`config.mk`:
```
export PLATFORM = sky130hd
export DESIGN_NAME = tlb_core
export DESIGN_NICKNAME = d
export VERILOG_FILES = /design/src/rtl/tlb_pkg.sv /design/src/rtl/tlb_entries.sv /design/src/rtl/tlb_lru.sv /design/src/rtl/tlb_ctrl.sv /design/src/rtl/tlb_core.sv
export SDC_FILE = /design/constraint.sdc
export NUM_CORES = 1
export LEC_CHECK = 0
export ABC_AREA = 0
export CAP_MARGIN = 25
export CELL_PAD_IN_SITES_DETAIL_PLACEMENT = 1
export CELL_PAD_IN_SITES_GLOBAL_PLACEMENT = 1
export CORE_AREA = 4 4 263 188
export DETAILED_ROUTE_END_ITERATION = 8
export DIE_AREA = 0 0 267 192
export PLACE_DENSITY = 0.75
export SLEW_MARGIN = 20
export SYNTH_ARGS = -nofsm -noshare
export SYNTH_HDL_FRONTEND = slang
export SYNTH_SLANG_ARGS = --single-unit
```
`constraint.sdc`:
```
create_clock -name clk -period 7.5 [get_ports clk]
set_clock_uncertainty 0.05 [all_clocks]
set_input_delay 1.5 -clock clk [delete_from_list [all_inputs] [get_ports clk]]
set_output_delay 1.5 -clock clk [all_outputs]
set_load 0.05 [all_outputs]
```
`src/rtl/tlb_pkg.sv`:
```
package tlb_pkg;

    typedef enum logic [0:0] {
        ST_LOOKUP    = 1'b0,
        ST_WALK_WAIT = 1'b1
    } tlb_state_e;

endpackage

```
`src/rtl/tlb_entries.sv`:
```
module tlb_entries #(
    parameter int VPN_W   = 20,
    parameter int PFN_W   = 20,
    parameter int ENTRIES = 8,
    parameter int IDX_W   = 3
) (
    input  logic               clk,
    input  logic               rst_n,
    input  logic               flush,
    input  logic               wr_en,
    input  logic [IDX_W-1:0]   wr_idx,
    input  logic [VPN_W-1:0]   wr_vpn,
    input  logic [PFN_W-1:0]   wr_pfn,
    input  logic               wr_present,
    input  logic [VPN_W-1:0]   look_vpn,
    input  logic [VPN_W-1:0]   probe_vpn,
    output logic [ENTRIES-1:0] valid_vec,
    output logic               look_hit,
    output logic [IDX_W-1:0]   look_idx,
    output logic [PFN_W-1:0]   look_pfn,
    output logic               look_present,
    output logic               probe_hit,
    output logic [IDX_W-1:0]   probe_idx
);

    logic [VPN_W-1:0]   tag_q  [ENTRIES];
    logic [PFN_W-1:0]   pfn_q  [ENTRIES];
    logic [ENTRIES-1:0] pres_q;
    logic [ENTRIES-1:0] occ_q;
    logic [ENTRIES-1:0] look_vec;
    logic [ENTRIES-1:0] probe_vec;

    // parallel comparators, one pair per entry
    for (genvar g = 0; g < ENTRIES; g++) begin : g_cmp
        assign look_vec[g]  = occ_q[g] && (tag_q[g] == look_vpn);
        assign probe_vec[g] = occ_q[g] && (tag_q[g] == probe_vpn);
    end

    // lowest index wins if more than one line matched
    always_comb begin
        look_idx  = '0;
        probe_idx = '0;
        for (int i = ENTRIES - 1; i >= 0; i--) begin
            if (look_vec[i])  look_idx  = IDX_W'(i);
            if (probe_vec[i]) probe_idx = IDX_W'(i);
        end
    end

    assign look_hit     = |look_vec;
    assign probe_hit    = |probe_vec;
    assign look_pfn     = pfn_q[look_idx];
    assign look_present = pres_q[look_idx];
    assign valid_vec    = occ_q;

    always_ff @(posedge clk) begin
        if (!rst_n) begin
            occ_q <= '0;
        end else begin
            for (int i = 0; i < ENTRIES; i++) begin
                if (wr_en && (wr_idx == IDX_W'(i))) occ_q[i] <= 1'b1;
                else if (flush)                     occ_q[i] <= 1'b0;
            end
        end
    end

    always_ff @(posedge clk) begin
        for (int i = 0; i < ENTRIES; i++) begin
            if (wr_en && (wr_idx == IDX_W'(i))) begin
                tag_q[i]  <= wr_vpn;
                pfn_q[i]  <= wr_pfn;
                pres_q[i] <= wr_present;
            end
        end
    end


    unique_hit_chk: assert property (@(posedge clk) disable iff (!rst_n)
        $onehot0(look_vec) && $onehot0(probe_vec));


    flush_empty_chk: assert property (@(posedge clk) disable iff (!rst_n)
        $past(flush && !wr_en) |-> (occ_q == '0));


    flush_keep_write_chk: assert property (@(posedge clk) disable iff (!rst_n)
        $past(flush && wr_en) |-> ($countones(occ_q) == 1));

endmodule

```
`src/rtl/tlb_lru.sv`:
```
module tlb_lru #(
    parameter int ENTRIES = 8,
    parameter int IDX_W   = 3
) (
    input  logic               clk,
    input  logic               rst_n,
    input  logic               touch_en,
    input  logic [IDX_W-1:0]   touch_idx,
    input  logic [ENTRIES-1:0] valid_vec,
    output logic [IDX_W-1:0]   victim_idx
);

    localparam logic [IDX_W-1:0] OLDEST = IDX_W'(ENTRIES - 1);

    logic [IDX_W-1:0]   age_q [ENTRIES];
    logic [ENTRIES-1:0] oldest_vec;

    for (genvar g = 0; g < ENTRIES; g++) begin : g_old
        assign oldest_vec[g] = (age_q[g] == OLDEST);
    end

    // the oldest line unless a free one exists; lowest free index first
    always_comb begin
        victim_idx = '0;
        for (int i = 0; i < ENTRIES; i++) begin
            if (oldest_vec[i]) victim_idx = IDX_W'(i);
        end
        for (int i = ENTRIES - 1; i >= 0; i--) begin
            if (!valid_vec[i]) victim_idx = IDX_W'(i);
        end
    end

    // ages form a permutation; touching makes an entry youngest
    always_ff @(posedge clk) begin
        if (!rst_n) begin
            for (int i = 0; i < ENTRIES; i++) age_q[i] <= IDX_W'(i);
        end else if (touch_en) begin
            for (int i = 0; i < ENTRIES; i++) begin
                if (touch_idx == IDX_W'(i))
                    age_q[i] <= '0;
                else if (age_q[i] < age_q[touch_idx])
                    age_q[i] <= age_q[i] + 1'b1;
            end
        end
    end


    single_oldest_chk: assert property (@(posedge clk) disable iff (!rst_n)
        $onehot(oldest_vec));


    free_first_chk: assert property (@(posedge clk) disable iff (!rst_n)
        (!(&valid_vec)) |-> !valid_vec[victim_idx]);

endmodule

```
`src/rtl/tlb_ctrl.sv`:
```
module tlb_ctrl
    import tlb_pkg::*;
#(
    parameter int OFF_W = 12,
    parameter int VPN_W = 20,
    parameter int PFN_W = 20,
    parameter int PA_W  = 32
) (
    input  logic             clk,
    input  logic             rst_n,
    input  logic             req_valid,
    input  logic [VPN_W-1:0] req_vpn,
    input  logic [OFF_W-1:0] req_off,
    input  logic             refill_valid,
    input  logic [PFN_W-1:0] refill_pfn,
    input  logic             refill_present,
    input  logic             flush,
    input  logic             look_hit,
    input  logic [PFN_W-1:0] look_pfn,
    input  logic             look_present,
    output logic             req_ready,
    output logic             accept,
    output logic             resp_valid,
    output logic [PA_W-1:0]  resp_paddr,
    output logic             resp_fault,
    output logic             miss_req,
    output logic [VPN_W-1:0] miss_vpn
);

    tlb_state_e       state_q, state_d;
    logic [OFF_W-1:0] pend_off_q;

    assign req_ready = (state_q == ST_LOOKUP) && !refill_valid && !flush;
    assign accept    = req_valid && req_ready;

    always_comb begin
        state_d = state_q;
        unique case (state_q)
            ST_LOOKUP:    if (accept && !look_hit) state_d = ST_WALK_WAIT;
            ST_WALK_WAIT: if (refill_valid)        state_d = ST_LOOKUP;
            default:      state_d = ST_LOOKUP;
        endcase
    end

    always_ff @(posedge clk) begin
        if (!rst_n) state_q <= ST_LOOKUP;
        else        state_q <= state_d;
    end

    always_ff @(posedge clk) begin
        if (!rst_n) begin
            resp_valid <= 1'b0;
            resp_paddr <= '0;
            resp_fault <= 1'b0;
            miss_req   <= 1'b0;
            miss_vpn   <= '0;
            pend_off_q <= '0;
        end else begin
            resp_valid <= 1'b0;
            resp_paddr <= '0;
            resp_fault <= 1'b0;
            if ((state_q == ST_WALK_WAIT) && refill_valid) begin
                resp_valid <= 1'b1;
                resp_fault <= !refill_present;
                if (refill_present) resp_paddr <= {refill_pfn, pend_off_q};
            end else if (accept && look_hit) begin
                resp_valid <= 1'b1;
                resp_fault <= !look_present;
                if (look_present) resp_paddr <= {look_pfn, req_off};
            end
            if (accept && !look_hit) begin
                miss_vpn   <= req_vpn;
                pend_off_q <= req_off;
            end
            miss_req <= (state_d == ST_WALK_WAIT);
        end
    end


    miss_hold_chk: assert property (@(posedge clk) disable iff (!rst_n)
        (miss_req && !refill_valid) |=> (miss_req && $stable(miss_vpn)));


    fault_no_addr_chk: assert property (@(posedge clk) disable iff (!rst_n)
        resp_fault |-> (resp_valid && (resp_paddr == '0)));


    busy_ready_chk: assert property (@(posedge clk) disable iff (!rst_n)
        (miss_req || refill_valid || flush) |-> !req_ready);


    resp_cause_chk: assert property (@(posedge clk) disable iff (!rst_n)
        resp_valid |-> $past((req_valid && req_ready) || (miss_req && refill_valid)));

endmodule

```
`src/rtl/tlb_core.sv`:
```
module tlb_core #(
    parameter int VA_W    = 32,
    parameter int PA_W    = 32,
    parameter int OFF_W   = 12,
    parameter int ENTRIES = 8
) (
    input  logic                  clk,
    input  logic                  rst_n,
    input  logic                  req_valid,
    output logic                  req_ready,
    input  logic [VA_W-1:0]       req_vaddr,
    output logic                  resp_valid,
    output logic [PA_W-1:0]       resp_paddr,
    output logic                  resp_fault,
    output logic                  miss_req,
    output logic [VA_W-OFF_W-1:0] miss_vpn,
    input  logic                  refill_valid,
    input  logic [VA_W-OFF_W-1:0] refill_vpn,
    input  logic [PA_W-OFF_W-1:0] refill_pfn,
    input  logic                  refill_present,
    input  logic                  flush
);

    localparam int VPN_W = VA_W - OFF_W;
    localparam int PFN_W = PA_W - OFF_W;
    localparam int IDX_W = (ENTRIES > 1) ? $clog2(ENTRIES) : 1;

    logic [VPN_W-1:0]   req_vpn;
    logic [OFF_W-1:0]   req_off;
    logic [ENTRIES-1:0] valid_vec;
    logic               look_hit, look_present, probe_hit, accept;
    logic [IDX_W-1:0]   look_idx, probe_idx, victim_idx, wr_idx, touch_idx;
    logic [PFN_W-1:0]   look_pfn;
    logic               touch_en;

    assign req_vpn = req_vaddr[VA_W-1:OFF_W];
    assign req_off = req_vaddr[OFF_W-1:0];

    // an existing line for the same page is rewritten in place
    assign wr_idx    = probe_hit ? probe_idx : victim_idx;
    assign touch_en  = refill_valid || (accept && look_hit);
    assign touch_idx = refill_valid ? wr_idx : look_idx;

    tlb_entries #(
        .VPN_W(VPN_W), .PFN_W(PFN_W), .ENTRIES(ENTRIES), .IDX_W(IDX_W)
    ) u_entries (
        .clk(clk), .rst_n(rst_n), .flush(flush),
        .wr_en(refill_valid), .wr_idx(wr_idx), .wr_vpn(refill_vpn),
        .wr_pfn(refill_pfn), .wr_present(refill_present),
        .look_vpn(req_vpn), .probe_vpn(refill_vpn),
        .valid_vec(valid_vec), .look_hit(look_hit), .look_idx(look_idx),
        .look_pfn(look_pfn), .look_present(look_present),
        .probe_hit(probe_hit), .probe_idx(probe_idx)
    );

    tlb_lru #(
        .ENTRIES(ENTRIES), .IDX_W(IDX_W)
    ) u_lru (
        .clk(clk), .rst_n(rst_n), .touch_en(touch_en), .touch_idx(touch_idx),
        .valid_vec(valid_vec), .victim_idx(victim_idx)
    );

    tlb_ctrl #(
        .OFF_W(OFF_W), .VPN_W(VPN_W), .PFN_W(PFN_W), .PA_W(PA_W)
    ) u_ctrl (
        .clk(clk), .rst_n(rst_n), .req_valid(req_valid), .req_vpn(req_vpn),
        .req_off(req_off), .refill_valid(refill_valid), .refill_pfn(refill_pfn),
        .refill_present(refill_present), .flush(flush), .look_hit(look_hit),
        .look_pfn(look_pfn), .look_present(look_present), .req_ready(req_ready),
        .accept(accept), .resp_valid(resp_valid), .resp_paddr(resp_paddr),
        .resp_fault(resp_fault), .miss_req(miss_req), .miss_vpn(miss_vpn)
    );


    reset_quiet_chk: assert property (@(posedge clk)
        $past(!rst_n) |-> (!resp_valid && !miss_req));

endmodule

```
==> metrics.md <==
| Metric | Value |
|---|---|
| Post-Synthesis Cells | 1616 |
| Port Buffer Count | about 130 |
| Effective utilization at floorplan | around 44% |
| DR vias | ~14000 |
| CP max stage delay | 850 ps |
| WS Path Type | input pin to flip-flop |
| Hold-fix buffers, CTS | 0 |
| Root Driver | clkbuf_16 |
| Tmin final | just under 7000 ps |
| Max-cap violations | 0 |
| Die Span Y | around 190 µm |
| Fin. Hold Viols | 0 |
| Post-CTS sizing | 0 |
| Syn Nets | 1717 |
| Hold Crit Depth | 2 |
| CTS tree | yes |
| Core area | 47100 µm² |
| WP depth | 17 |
| Worst setup SP type | input pin |
| Post-Synth XOR/XNOR Area | 13.6% |
| Synth Area in Simple Gates | a little under an eighth |
| Clock Latency Late Sink | around 580 ps |
| Detail Route Antenna Nets | 0 |
| Critical path data required time | approximately 7700 ps |
| Post-synthesis cell type count | 79 |
| Layout cell share with drive strength beyond 1 | between 10% and 20% |
| Setup-failing EPs final | 0 |
| HP Class | flip-flop to flip-flop |
| Antenna violations before repair | 1 |
| Worst R2R Start | u_entries.tag_q[1][41] |
| Area grow syn2layout | 18.1% |
| Cts bufs inserted | 45 |
| Critical R2R Capture | u_lru.age_q[1][0] |
| First-pass detailed-route iteration total | 7 |
| Vias in the first global route | around 15000 |
| Pwr per Cell Area | 223 nW/µm² |
| Worst path cell trace | clkdlybuf4s50_1 > xnor2_1 > nand3_1 > nor4_1 > and4_1 > and4b_1 > a211oi_1 > o21ba_2 > and2_0 > a211oi_1 > a211oi_1 > a21oi_1 > buf_4 > ha_1 > a21boi_1 > or2_1 > a31oi_1 |
| Post-synthesis register bit count | approximately 430 |
| Main combinational cell family by area after synthesis | XOR/XNOR gates |
| Row count | between 60 and 70 |
| CP startpoint | refill_vpn[17] |
| Die area | 51300 µm² |
| Outcome | complete, no violations |
| Buf+Inv Stages, Crit Path | 2 |
| Routed wire length | approximately 67 mm |
| Ys flop type | edfxtp_1 |
| Actual slew at the worst max-slew pin | ~1000 ps |
| Grt total ovfl | 0 |
| Avg Vias per Cell | 5.88 |
| Final worst path period share | 90.4% |
| Fmax | about 150 MHz |
| Clk buf depth | 3 |
| Clock-pin slew on the worst setup and hold paths | approximately 60 ps |
| Top cell family by delay on the critical path | simple AND/OR/NAND/NOR gates |
| Worst setup path endpoint | u_lru.age_q[3][1] |
| First-pass GRT wire length | a little under 100 mm |
| Post-route cell area | ~25000 µm² |
| Area after DPL | 23100 µm² |
| Synth warn | 0 |
| Largest net degree at the start of global routing | 85 |
| Asr flop ratio synth | 0% |
| Slew Limit Fails | 0 |
| Nets@finish | ~1900 |
| Fin util | 52.3% |
| Compound-cell area share of the yosys netlist | 5.86% |
| Peak supply drop | between 150 and 200 µV |
| 1st-iter DRT viols | roughly 1400 |
| Max_slew headroom | a little under a third |
| Synth Area in Adders | under 10% |
| Synthesized area | ~21000 µm² |
| Gpl congestion | about 1 |
| Avg Inst Size Synth | 12.9 µm² |
| Reg2Reg Depth | 15 |
| Postcts setup bufs | 0 |
| TNS Setup | 0 ps |
| Worst Path Max Fanout | 12 |
| Cell mode on critical path | a211oi_1 |
| Worst EP arrival | between 6000 and 7000 ps |
| Overall Global Routing Usage | 25.6% |
| # DRC | 0 |
| Die width | approximately 270 µm |
| Pleak | 7.86 nW |
| Sequential share of the synthesized area | between 50% and 60% |
| FF-to-FF setup slack | between 2000 and 2500 ps |
| Clock tree sinks | between 400 and 500 |
| Slowest stage cell, crit path | clkdlybuf4s50_1 |
| Post-synthesis mux area share | between 7 and 8% |
| Wire per inst | ~27 µm |
| Top-level port count | 134 |
| H-tree depth | 2 |
| RSZ-0062 raised after global routing | no |
| Crit. End Element | flip-flop |
| Post-DP HPWL | 46.2 mm |
| Antenna diodes | 0 |
| Tot Pwr | 0.00549 W |
| Post-synth EDFFs | between 300 and 400 |
## worst register-to-register path: stages (launching register included)
cell	delay [ps]
edfxtp_1	420
xnor2_1	440
nand4_1	150
nor4_1	620
a211oi_1	230
o311ai_0	720
nand2_1	210
o21ai_0	510
nand2_1	110
a21oi_1	250
a211oi_2	130
buf_4	200
or2_1	240
o221ai_2	220
a21oi_1	100
o21ai_0	370
## layout make-up
type,instances,area [µm²]
fill,4772,22500
sequential,427,12100
multi-input combinational,1088,8360
timing repair buffer,203,1890
clock buffer,60,1200
tap,621,777
clock inverter,23,297
inverter,11,41.3
## how the worst min path moves through the flow
| stage | end | from | slack, ps |
|---|---|---|---|
| floorplan | u_ctrl.pend_off_q[0] | u_ctrl.pend_off_q[0] | 430 |
| global placement | u_ctrl.miss_vpn[10] | u_ctrl.miss_vpn[10] | 450 |
| detailed placement | u_ctrl.miss_vpn[1] | u_ctrl.miss_vpn[1] | 460 |
| CTS | u_ctrl.miss_vpn[10] | u_ctrl.miss_vpn[10] | 470 |
| global route | u_ctrl.miss_vpn[10] | u_ctrl.miss_vpn[10] | 500 |
| finish | u_ctrl.miss_vpn[10] | u_ctrl.miss_vpn[10] | 470 |
## cells by family (layout without fill, tap and decap cells)
family	Yosys count	count (layout)
adders and majority gates	23	23
DFF	427	427
and+or+nand+nor	417	417
xor gates and xnor gates	323	323
AOI/OAI and AO/OA	179	179
buffers and inverters	101	297
muxes	146	146
## cell usage in the layout (no fill, tap or decap), drive strengths merged, types with 8 or more instances in the layout
cell type      synthesis  routed
edfxtp               352     352
xor2                 109     109
ha                    23      23
o21a                  11      11
nand4                 77      77
mux2                  63      63
a22oi                 32      32
or2                   13      13
clkinv                 1      14
a21oi                 50      50
xnor2                214     214
o21ai                 25      25
nor4                  46      46
nand3                 34      34
clkdlybuf4s50          0     132
and3                   8       8
buf                   61      71
inv                   10      12
and2                   9       9
nor2                  70      70
clkbuf                29      60
mux2i                 83      83
nand2                 36      36
dfxtp                 75      75
nor2b                 75      75
nor3                   8       8
nor3b                  8       8
## routing by layer
layer	vias up	track usage, %	routed length [µm]
li1	6316	-	-
met1	7264	37.4	29700
met2	637	38.1	28800
met3	89	7.58	6970
met4	2	5.44	1270
met5	-	0	11
## synthesized netlist by cell type (all sizes together), types with 25 or more instances
master  count  area (µm²)
a22oi      32         240
clkbuf     29         109
o21ai      25         125
nor2       70         263
xnor2     214        1870
nand3      34         175
dfxtp      75        1500
nor2b      75         469
mux2i      83         831
nor4       46         294
xor2      109         955
edfxtp    352       10600
buf        61         344
nand2      36         135
mux2       63         713
a21oi      50         250
nand4      77         482
## sequential cells by signal, indices dropped and copies added, names as in the netlist, 8 cells and up
signal,cells
u_ctrl.miss_vpn,20
u_ctrl.resp_paddr,32
u_entries.pres_q,8
u_lru.age_q,24
u_ctrl.pend_off_q,12
u_entries.tag_q,160
u_entries.valid_vec,8
u_entries.pfn_q,160
## per-stage QoR
step / instances / worst slack, ps / hold slack, ps
final: 2433 / 721 / 465
after global routing: 2433 / 603 / 500
after CTS: 2433 / 991 / 470
after detailed placement: 2350 / 483 / 456
after global placement: 2350 / 545 / 446
after floorplan: 1616 / 1510 / 434
## report_power, final
group          switching, W  internal [W]
combinational      0.000334      0.000212
sequential        0.0000389       0.00262
clock              0.000968       0.00131
total               0.00134       0.00415
(Power assumes the default switching activity.)
